--- src/rtl/tbit_alu_pkg.sv ---
package tbit_alu_pkg;

  // operation codes; code 7 is reserved and leaves state untouched
  typedef enum logic [2:0] {
    OP_ADD_CY = 3'd0,
    OP_ADD_OV = 3'd1,
    OP_SUB_BR = 3'd2,
    OP_SUB_OV = 3'd3,
    OP_NEG_BR = 3'd4,
    OP_ROT_L  = 3'd5,
    OP_ROT_R  = 3'd6,
    OP_RSVD   = 3'd7
  } tbit_op_e;

endpackage

--- src/rtl/tbit_arith.sv ---
// Shared adder for the add, subtract and negate operations.
// Subtraction is B + ~A + cin. A borrow is the absence of a carry out.
module tbit_arith
  import tbit_alu_pkg::*;
#(
  parameter int W = 32
) (
  input  tbit_op_e       op,
  input  logic [W-1:0]   a,
  input  logic [W-1:0]   b,
  input  logic           t,
  output logic [W-1:0]   res,
  output logic           t_next,
  output logic           hit
);

  localparam int MSB = W - 1;

  logic [W-1:0] x, y;
  logic         cin;
  logic         inv;
  logic [W:0]   sum;
  logic         ovf;

  always_comb begin
    x   = b;
    inv = 1'b0;
    cin = 1'b0;
    hit = 1'b1;
    unique case (op)
      OP_ADD_CY: begin inv = 1'b0; cin = t;    end
      OP_ADD_OV: begin inv = 1'b0; cin = 1'b0; end
      OP_SUB_BR: begin inv = 1'b1; cin = ~t;   end
      OP_SUB_OV: begin inv = 1'b1; cin = 1'b1; end
      OP_NEG_BR: begin inv = 1'b1; cin = ~t; x = '0; end
      default:   hit = 1'b0;
    endcase
  end

  assign y   = inv ? ~a : a;
  assign sum = {1'b0, x} + {1'b0, y} + {{W{1'b0}}, cin};
  assign res = sum[MSB:0];

  // signed overflow of x + y: same input signs, different result sign
  assign ovf = (x[MSB] == y[MSB]) && (sum[MSB] != x[MSB]);

  always_comb begin
    unique case (op)
      OP_ADD_CY: t_next = sum[W];
      OP_SUB_BR,
      OP_NEG_BR: t_next = ~sum[W];
      OP_ADD_OV,
      OP_SUB_OV: t_next = ovf;
      default:   t_next = t;
    endcase
  end

endmodule

--- src/rtl/tbit_rot.sv ---
// One-place rotate of B through the flag bit.
module tbit_rot
  import tbit_alu_pkg::*;
#(
  parameter int W = 32
) (
  input  tbit_op_e       op,
  input  logic [W-1:0]   b,
  input  logic           t,
  output logic [W-1:0]   res,
  output logic           t_next,
  output logic           hit
);

  localparam int MSB = W - 1;

  always_comb begin
    res    = b;
    t_next = t;
    hit    = 1'b0;
    unique case (op)
      OP_ROT_L: begin
        res    = {b[MSB-1:0], t};
        t_next = b[MSB];
        hit    = 1'b1;
      end
      OP_ROT_R: begin
        res    = {t, b[MSB:1]};
        t_next = b[0];
        hit    = 1'b1;
      end
      default: ;
    endcase
  end

endmodule

--- src/rtl/tbit_alu.sv ---
module tbit_alu
  import tbit_alu_pkg::*;
#(
  parameter int W = 32
) (
  input  logic           clk,
  input  logic           rst,
  input  logic           in_valid,
  input  logic [2:0]     in_op,
  input  logic [W-1:0]   opnd_a,
  input  logic [W-1:0]   opnd_b,
  input  logic           t_in,
  output logic [W-1:0]   res_out,
  output logic           t_out
);

  tbit_op_e     op;
  logic [W-1:0] ar_res, rt_res;
  logic         ar_t, rt_t;
  logic         ar_hit, rt_hit;
  logic [W-1:0] res_d;
  logic         t_d;
  logic         load;

  assign op = tbit_op_e'(in_op);

  tbit_arith #(.W(W)) u_arith (
    .op     (op),
    .a      (opnd_a),
    .b      (opnd_b),
    .t      (t_in),
    .res    (ar_res),
    .t_next (ar_t),
    .hit    (ar_hit)
  );

  tbit_rot #(.W(W)) u_rot (
    .op     (op),
    .b      (opnd_b),
    .t      (t_in),
    .res    (rt_res),
    .t_next (rt_t),
    .hit    (rt_hit)
  );

  assign res_d = ar_hit ? ar_res : rt_res;
  assign t_d   = ar_hit ? ar_t   : rt_t;
  assign load  = in_valid && (ar_hit || rt_hit);

  always_ff @(posedge clk) begin
    if (rst) begin
      res_out <= '0;
      t_out   <= 1'b0;
    end else if (load) begin
      res_out <= res_d;
      t_out   <= t_d;
    end
  end

endmodule

--- config.mk ---
export PLATFORM = sky130hd
export DESIGN_NAME = tbit_alu
export DESIGN_NICKNAME = d
export VERILOG_FILES = /design/src/rtl/tbit_alu_pkg.sv /design/src/rtl/tbit_arith.sv /design/src/rtl/tbit_rot.sv /design/src/rtl/tbit_alu.sv
export SDC_FILE = /design/constraint.sdc
export NUM_CORES = 1
export LEC_CHECK = 0
export BUFFER_PORTS_ARGS = -buffer_cell sky130_fd_sc_hd__buf_2
export CAP_MARGIN = 20
export CORE_ASPECT_RATIO = 0.5
export CORE_MARGIN = 1
export CORE_UTILIZATION = 56
export DETAILED_ROUTE_END_ITERATION = 10
export MAX_ROUTING_LAYER = met4
export PLACE_DENSITY = 0.85
export REMOVE_ABC_BUFFERS = 1
export SYNTH_ARGS = -nofsm -noshare
export SYNTH_HDL_FRONTEND = slang
export SYNTH_SLANG_ARGS = --single-unit
--- constraint.sdc ---
create_clock -name clk -period 5.4 [get_ports clk]
set_input_delay 0.81 -clock clk [delete_from_list [all_inputs] [get_ports clk]]
set_output_delay 0.81 -clock clk [all_outputs]
set_load 0.005 [all_outputs]
==> results_dict.tcl <==
set metrics [dict create \
    status "completed" \
    grt_pass1_wl_mm 22.3 \
    startpoint "in_op[1]" \
    cts_buffer_depth 2 \
    dieArea_mm2 0.00859 \
    post-place-ws_ns 0.414 \
    drc 0 \
    grt_pass1_vias 4675 \
    area_growth_pct 15.3 \
    viasPerCell 6.17 \
    hold_buffers 0 \
    cts_buffers 5 \
    layout_setup_ws_ns 0.538 \
    place_inst 835 \
    syn_inst 658 \
    yosys.area.top_type_share 0.144 \
    grt_use_total 0.341 \
    skew_ns 0 \
    synth.avg_cell_area_um2 6.98 \
    synth_top_area_cell "dfxtp_1" \
    power_mw 1.30 \
    fin_util 0.694 \
    report.final.setup_viol 0 \
    synth-compound-area-share 0.326 \
    crit_arrival_ns 5.04 \
    synthXorXnorAreaFrac 0.0972 \
    globalplace.congestion 1.01 \
    maxCapViolCount 0 \
    port_buffers 103 \
    drive_gt1_frac 0.192 \
    synthFlopType "dfxtp_1" \
    final_common_cell "buf_2" \
    hold_viol_final 0 \
    num_rows 22 \
    rsz0062_at_grt "no" \
    cp-start-kind "input port" \
    wire_per_inst_um 16.5 \
    fin_nets 838 \
    min_period_ns 4.86 \
    vdd_drop_max_mv 0.132 \
    clkTransAtPathRegs_ns 0.06 \
    synth_mux_area_frac 0.0234 \
    r2r_start "t_out$_SDFFE_PP0P_" \
    synth_top_family_by_area "compound AO/OA/AOI/OAI gates" \
    tightest_slew_ns 0.777 \
    min_path_type "reg -> reg" \
    coreArea_mm2 0.00762 \
    post_cts.resized_instances 0 \
    cp.required_ns 5.57 \
    synth_cell_types 63 \
    grt_max_degree 65 \
    critPathMaxStageDelay_ns 0.47 \
    drtPass1Iterations 5 \
    syn_area_mm2 0.00459 \
    p_leak_nw 2.32 \
    fin_cells 843 \
    synthAdderAreaFrac 0.0932 \
    cts_htree_levels 2 \
    end_kind "flop" \
    cts_setup_buffers 0 \
    routed-via-count 5202 \
    final.period_utilization 0.900 \
    max_freq_ghz 0.206 \
    synth_edf_count 0 \
    ant_nets 0 \
    dp.final_hpwl_mm 10.3 \
    io_pins 104 \
    hp-start "res_out[19]$_SDFFE_PP0P_" \
    cts_tree "yes" \
    async_flop_share 0 \
    antenna_found_initial 0 \
    die_h_um 66.0 \
    mostFrequentLayoutCells "103 x buf_2, 68 x nand2_1, 66 x o21ai_0, 61 x a21oi_1, 51 x nor2_1" \
    path_class "in -> reg" \
    antennaDiodeCount 0 \
    synth_area_leaders "dfxtp_1 14%, xnor2_1 8.6%, ha_1 8.4%" \
    pwr_density_cell_mw_per_mm2 245 \
    slew_viol_final 0 \
    cp_top_family "compound AO/OA/AOI/OAI gates" \
    synth-seq-area-share 0.144 \
    drt_iter0_markers 562 \
    initial_utilization 0.602 \
    ctsRootBufferMaster "clkbuf_16" \
    clkLatencyLatePin_ns 0.29 \
    relSlewSlack 0.481 \
    chipWidth_um 130 \
    grt-ovfl-total 0 \
    synth_warnings 0 \
    crit_fanout 23 \
    yosys.area_share.simple 0.261 \
    path_buf_inv 1 \
    worst_hold_slack_ns 0.448 \
    path_cells "buf_2, nor2_1, nand2_1, nand2_1, fa_1, fa_1, nand2b_1, a211oi_1, o211ai_1, a41oi_1, o221ai_1, o21bai_1, a32o_1, or3_1" \
    cts_sinks 33 \
    wl_mm 13.9 \
    slowest_stage "fa_1" \
    ys_ff_latch 33 \
]
## state kept, by name (all words and copies together), names as in the netlist
register	cells
res_out	32
t_out	1
## metrics by stage
stage	area, um^2	setup TNS [ns]
detailed placement	5140	0
floorplan	4390	-3.11
CTS	5290	0
global route	5290	0
global placement	5140	0
finish	5290	0
## cells in the mapped netlist, drive strengths merged (5+ instances only)
cell,count
nand2,68
o21ai,67
a21oi,61
nor2,52
xnor2,45
clkbuf,43
dfxtp,33
and2,32
ha,31
nand2b,24
a211oi,17
a21o,14
inv,14
nand3,14
o211ai,12
nor2b,11
a221oi,10
nor3,10
or3,7
a31oi,6
mux2,6
o21a,6
xor2,6
and3,5
## cells by family after synthesis
| logic type | Yosys count |
|---|---|
| mux | 10 |
| compound gates | 231 |
| simple gates | 240 |
| xor+xnor | 51 |
| fa+ha+maj | 33 |
| flops | 33 |
| buf+inv | 60 |
## per-layer routing
layer  vias to the layer above  global-route usage  routed length (um)
met5                         -                   -                   0
met3                        20              0.0704                1430
met4                         0               0.103                 173
met2                       279               0.520                5880
li1                       2533                   -                   -
met1                      2370               0.453                6420
## final cells by class
type / count / area, um^2
clock inverter: 1 / 5.00
fill: 670 / 2330
sequential: 33 / 661
tap: 108 / 135
inverter: 14 / 52.6
clock buffer: 7 / 153
multi-input combinational: 565 / 3680
timing repair buffer: 115 / 606
## worst min-delay path: stages (launching register included)
cell,delay (ns)
dfxtp_1,0.30
nand2_1,0.05
a21oi_1,0.05
## report_power, final
group | total (mW) | internal, mW | switching, mW
sequential | 0.287 | 0.273 | 0.0136
combinational | 0.692 | 0.300 | 0.392
clock | 0.317 | 0.196 | 0.122
total | 1.30 | 0.768 | 0.528
## worst paths after layout
check	endpoint	slack, ns	depth (start not counted)
max	t_out$_SDFFE_PP0P_	0.54	14
min	res_out[19]$_SDFFE_PP0P_	0.45	2
max reg2reg	t_out$_SDFFE_PP0P_	4.47	2
min reg2reg	res_out[19]$_SDFFE_PP0P_	0.45	2
(Power assumes the default switching activity.)
